**src/rtl/cell_tx_pkg.sv**
```systemverilog
package cell_tx_pkg;

    typedef enum logic [1:0] {
        TXS_IDLE = 2'd0,
        TXS_SLOT = 2'd1,
        TXS_RESP = 2'd2,
        TXS_HALT = 2'd3
    } txs_state_e;

    typedef struct packed {
        txs_state_e state;
        logic       send;
        logic       free;
        logic       irq;
    } txs_regs_t;

endpackage

```
**src/rtl/txr_nack_ctr.sv**
```systemverilog
module txr_nack_ctr #(
    parameter int CNT_W = 4
) (
    input  logic             clk,
    input  logic             rst_n,
    input  logic             clr,
    input  logic             inc,
    input  logic [CNT_W-1:0] limit,
    output logic             exhaust
);
    localparam logic [CNT_W-1:0] CNT_MAX = '1;

    logic [CNT_W-1:0] cnt_d, cnt_q;
    logic [CNT_W-1:0] bumped;

    always_comb begin
        bumped = (cnt_q == CNT_MAX) ? cnt_q : cnt_q + 1'b1;
        cnt_d  = cnt_q;
        if (clr) begin
            cnt_d = '0;
        end else if (inc) begin
            cnt_d = bumped;
        end
        exhaust = (bumped >= limit);
    end

    always_ff @(posedge clk) begin
        if (!rst_n) begin
            cnt_q <= '0;
        end else begin
            cnt_q <= cnt_d;
        end
    end
endmodule

```
**src/rtl/txr_seq.sv**
```systemverilog
module txr_seq
    import cell_tx_pkg::*;
(
    input  logic clk,
    input  logic rst_n,
    input  logic load,
    input  logic discard,
    input  logic frame_pulse,
    input  logic ack,
    input  logic nack,
    input  logic irq_clr,
    input  logic exhaust,
    output logic ctr_clr,
    output logic ctr_inc,
    output logic idle,
    output logic send_strobe,
    output logic free_strobe,
    output logic irq
);
    txs_regs_t r_d, r_q;

    always_comb begin
        r_d      = r_q;
        r_d.send = 1'b0;
        r_d.free = 1'b0;
        ctr_clr  = 1'b0;
        ctr_inc  = 1'b0;
        unique case (r_q.state)
            TXS_IDLE: begin
                if (load) begin
                    ctr_clr   = 1'b1;
                    r_d.state = TXS_SLOT;
                end
            end
            TXS_SLOT: begin
                if (frame_pulse) begin
                    if (discard) begin
                        r_d.free  = 1'b1;
                        r_d.state = TXS_IDLE;
                    end else begin
                        r_d.send  = 1'b1;
                        r_d.state = TXS_RESP;
                    end
                end
            end
            TXS_RESP: begin
                if (ack) begin
                    ctr_clr   = 1'b1;
                    r_d.free  = 1'b1;
                    r_d.state = TXS_IDLE;
                end else if (nack) begin
                    ctr_inc = 1'b1;
                    if (exhaust) begin
                        r_d.irq   = 1'b1;
                        r_d.state = TXS_HALT;
                    end else begin
                        r_d.state = TXS_SLOT;
                    end
                end
            end
            TXS_HALT: begin
                if (irq_clr) begin
                    ctr_clr   = 1'b1;
                    r_d.irq   = 1'b0;
                    r_d.free  = 1'b1;
                    r_d.state = TXS_IDLE;
                end
            end
            default: r_d.state = TXS_IDLE;
        endcase
    end

    always_ff @(posedge clk) begin
        if (!rst_n) begin
            r_q <= '{state: TXS_IDLE, send: 1'b0, free: 1'b0, irq: 1'b0};
        end else begin
            r_q <= r_d;
        end
    end

    assign idle        = (r_q.state == TXS_IDLE);
    assign send_strobe = r_q.send;
    assign free_strobe = r_q.free;
    assign irq         = r_q.irq;
endmodule

```
**src/rtl/cell_tx_retry.sv**
```systemverilog
module cell_tx_retry #(
    parameter int BUF_W   = 8,
    parameter int RETRY_W = 4
) (
    input  logic               clk,
    input  logic               rst_n,
    input  logic               desc_valid,
    output logic               desc_ready,
    input  logic [BUF_W-1:0]   desc_buf,
    input  logic [RETRY_W-1:0] desc_retry,
    input  logic               desc_discard,
    input  logic               frame_pulse,
    output logic               send_valid,
    output logic [BUF_W-1:0]   send_buf,
    input  logic               fab_ack,
    input  logic               fab_nack,
    output logic               free_valid,
    output logic [BUF_W-1:0]   free_buf,
    output logic               irq,
    input  logic               irq_clr
);
    typedef struct packed {
        logic [BUF_W-1:0]   bufn;
        logic [RETRY_W-1:0] retry;
        logic               discard;
    } hold_t;

    hold_t hold_d, hold_q;
    logic  load, idle, ctr_clr, ctr_inc, exhaust;

    assign desc_ready = idle;
    assign load       = desc_valid & idle;

    always_comb begin
        hold_d = hold_q;
        if (load) begin
            hold_d.bufn    = desc_buf;
            hold_d.retry   = desc_retry;
            hold_d.discard = desc_discard;
        end
    end

    always_ff @(posedge clk) begin
        if (!rst_n) begin
            hold_q <= '0;
        end else begin
            hold_q <= hold_d;
        end
    end

    txr_nack_ctr #(.CNT_W(RETRY_W)) ctr_i (
        .clk     (clk),
        .rst_n   (rst_n),
        .clr     (ctr_clr),
        .inc     (ctr_inc),
        .limit   (hold_q.retry),
        .exhaust (exhaust)
    );

    txr_seq seq_i (
        .clk         (clk),
        .rst_n       (rst_n),
        .load        (load),
        .discard     (hold_q.discard),
        .frame_pulse (frame_pulse),
        .ack         (fab_ack),
        .nack        (fab_nack),
        .irq_clr     (irq_clr),
        .exhaust     (exhaust),
        .ctr_clr     (ctr_clr),
        .ctr_inc     (ctr_inc),
        .idle        (idle),
        .send_strobe (send_valid),
        .free_strobe (free_valid),
        .irq         (irq)
    );

    assign send_buf = hold_q.bufn;
    assign free_buf = hold_q.bufn;
endmodule

```
**config.mk**
```make
export PLATFORM = sky130hd
export DESIGN_NAME = cell_tx_retry
export DESIGN_NICKNAME = d
export VERILOG_FILES = /design/src/rtl/cell_tx_pkg.sv /design/src/rtl/txr_nack_ctr.sv /design/src/rtl/txr_seq.sv /design/src/rtl/cell_tx_retry.sv
export SDC_FILE = /design/constraint.sdc
export NUM_CORES = 1
export LEC_CHECK = 0
export ABC_AREA = 1
export BUFFER_PORTS_ARGS = -buffer_cell sky130_fd_sc_hd__buf_2
export CORE_MARGIN = 1
export CORE_UTILIZATION = 40
export DETAILED_ROUTE_END_ITERATION = 7
export PLACE_DENSITY = 0.67
export SLEW_MARGIN = 10
export SYNTH_ARGS = -nofsm -noshare
export SYNTH_HDL_FRONTEND = slang
export SYNTH_SLANG_ARGS = --single-unit
export TNS_END_PERCENT = 10
```
**constraint.sdc**
```tcl
create_clock -name clk -period 2.7 [get_ports clk]
set_clock_uncertainty 0.05 [all_clocks]
set_input_delay 0.54 -clock clk [delete_from_list [all_inputs] [get_ports clk]]
set_output_delay 0.54 -clock clk [all_outputs]
set_load 0.02 [all_outputs]
```
==> summary.txt <==
Outcome
  – Status: finished clean

STA
  – Setup total negative slack: 0 ns
  – Min Tclk post-route: 2.03 ns
  – Slew @ Worst Pin: 0.341 ns
  – Slew HR: 77.0%
  – Final Hold Fails: 0
  – Max Clk Rate: 493 MHz
  – # setup viols final: 0
  – RSZ-0062 raised after global routing: no
  – Final slew viol count: 0
  – Tcrit/Tclk final: 75.2%

Floorplan
  – Row count: 18
  – Core ar.: 0.00257 mm2
  – DIE HEIGHT: 54.9 um
  – # IOs: 40
  – Initial Util: 43.5%
  – Die X: 54.9 um
  – Die ar.: 0.00301 mm2

Global routing
  – Largest net degree at the start of global routing: 20
  – Grt total ovfl: 0
  – Via count of the first global-routing pass: 844
  – Overall Global Routing Usage: 16.6%
  – Initial antenna violation count: 0
  – Global-route wire length before repair: 3510 um

Placement
  – Inst Count DP: 214
  – Port Buffers: 39
  – GP Congestion: 0.759
  – DP HPWL: 1730 um

Yosys
  – Synth Area in XOR/XNOR: 0.784%
  – Cell count after synthesis: 155
  – Register area share after synthesis: 39.4%
  – Synthesized Nets: 180
  – Yosys reg bits: 22
  – Adder-cell share of the synthesized area: 5.60%
  – Mapped Area: 0.00112 mm2
  – Yosys cell types: 25
  – Syn_area_per_cell: 7.21 um2
  – Mux contribution to synthesized area: 0%
  – Largest family of logic cells by synthesized area: simple AND/OR/NAND/NOR gates
  – Synth Area in Compound Gates: 12.5%
  – Simple-gate share of the synthesized area: 29.2%
  – Yosys warning count: 0

Setup path
  – Cell repeated most along the worst path: nand2_1
  – Arr. time, crit path: 2.20 ns
  – Startpoint Class: flop
  – Critical path endpoint category: flop
  – Critical path buffers and inverters: 1
  – Delay-heaviest family, CP: simple AND/OR/NAND/NOR gates
  – Critical path class: flop to flop
  – Max stage delay on crit path: 0.42 ns
  – Critical path, cell by cell: ha_1 -> nand2_1 -> inv_1 -> nand2_1 -> or2_2 -> nand2_1 -> ha_1 -> nand4_1 -> nand3_1 -> nand2_1 -> nand2_1 -> nand2_1 -> a21oi_2
  – Crit Path Max Fanout: 5
  – CP Data Required Time: 2.87 ns
  – Slowest CP cell: dfxtp_1

Clock tree
  – CTS sink cnt: 22
  – CTS Hold Bufs: 0
  – Post-CTS Setup Inserts: 0
  – Root buf cell: clkbuf_4
  – H-tree lvl count: 1
  – Post-cts resize count: 0
  – Clk slew on worst S/H paths: 0.13 ns
  – Clock tree buffer depth: 2
  – Clock buffer count from CTS: 3
  – TritonCTS clock tree: done
  – Skew-Pair Late Insertion Delay: 0.32 ns

Drt
  – Total Routed Length: 2260 um
  – Antenna viol nets, final: 0
  – Detailed-route via count: 1065
  – TritonRoute pass-1 iters: 4
  – Routed len/inst: 10.4 um
  – Vias per std cell: 4.89
  – Post-route DRC violation count: 0
  – DRT iter0 DRCs: 16

Flow run
  – Max_cap viols: 0

Pwr
  – Leakage: 0.671 nW
  – VDD IR-drop max: 0.000377 V
  – P per Cell Area: 635 mW/mm2

Layout
  – Commonest non-fill, non-tap cell in the layout: buf_2
  – Most frequent cells in the layout: buf_2, nand2_1, dfxtp_1
  – Diode count: 0
  – Final Non-Filler Cells: 218
  – Share of layout cells above drive strength 1: 28.7%
  – Area grow syn2layout: 19.1%
  – # nets final: 214

Hold path
  – Hold WC Path Type: primary input to flop
-- state kept, by name, indices dropped and copies added, names as in the netlist --
register	cells
free_buf	8
seq_i.free_strobe	1
hold_q	5
seq_i.irq	1
seq_i.send_strobe	1
seq_i.r_q	2
ctr_i.cnt_q	4
-- power breakdown --
group / switching (mW) / internal, mW / total [mW]
registers: 0.0209 / 0.356 / 0.377
clock network: 0.107 / 0.150 / 0.257
logic: 0.137 / 0.0739 / 0.211
-- layout make-up --
class | instances | area [um2]
fillers | 269 | 1240
multi-input cells | 105 | 538
flip-flops and latches | 22 | 440
repair buffers | 39 | 195
inverters | 18 | 67.6
well taps | 30 | 37.5
clock inverters | 1 | 30.0
clock buffers | 3 | 22.5
-- tightest hold or removal path, delay by kind of cell --
family	cells	cell delay (ns)
AO/OA/AOI/OAI	1	0.07
buffers and inverters	1	0.07
AND/OR/NAND/NOR	1	0.07
-- cells by family after synthesis --
group | count (synthesis)
buf+inv | 28
xor+xnor | 1
simple gates | 72
flops | 22
fa+ha+maj | 5
compound gates | 27
-- through the flow --
stage	power [mW]	hold WS [ns]	util [%]	worst slack (ns)	cell area (um2)
after floorplan	0.551	0.385	-	0.891	1120
after global placement	0.594	0.390	49.8	0.817	1280
final	0.846	0.413	51.9	0.670	1330
after CTS	0.855	0.413	51.9	0.702	1330
after global routing	0.895	0.411	51.9	0.500	1330
after detailed placement	0.599	0.392	49.8	0.727	1280
-- cells in the mapped netlist --
library cell	number	area (um2)
nor2_4	2	22.5
a21oi_2	1	8.76
clkinv_1	1	3.75
nand3_1	7	35.0
inv_2	2	7.51
a31oi_1	1	6.26
nand3b_1	1	7.51
or2_1	1	6.26
o21ai_1	1	5.00
nor3_1	2	10.0
nand3_2	1	10.0
dfxtp_1	22	440
nor2_2	2	12.5
clkbuf_1	1	3.75
or2_2	1	6.26
o21ai_0	14	70.1
buf_4	9	67.6
inv_1	15	56.3
nand2_2	2	12.5
nand4_1	2	12.5
nand2_1	30	113
ha_1	5	62.6
a21oi_1	10	50.1
nor2_1	21	78.8
xor2_1	1	8.76
-- final timing paths --
path                                startpoint  cells past startpoint      endpoint  slack, ns
worst max-delay path            ctr_i.cnt_q[0]                     13  seq_i.r_q[4]       0.67
worst max register to register  ctr_i.cnt_q[0]                     13  seq_i.r_q[4]       0.67
worst min-delay path             desc_retry[0]                      3     hold_q[1]       0.41
worst min register to register       seq_i.irq                      2     seq_i.irq       0.42
-- layer usage --
| metal | vias to the layer above | share of wire, % | GRT usage [%] |
|---|---|---|---|
| met4 | 0 | 1.4 | 8.97 |
| li1 | 557 | - | - |
| met1 | 466 | 46 | 19.3 |
| met3 | 4 | 7.3 | 3.33 |
| met5 | - | 0 | 0 |
| met2 | 38 | 46 | 28.1 |
Note: power is estimated with default switching activity, not from simulation.
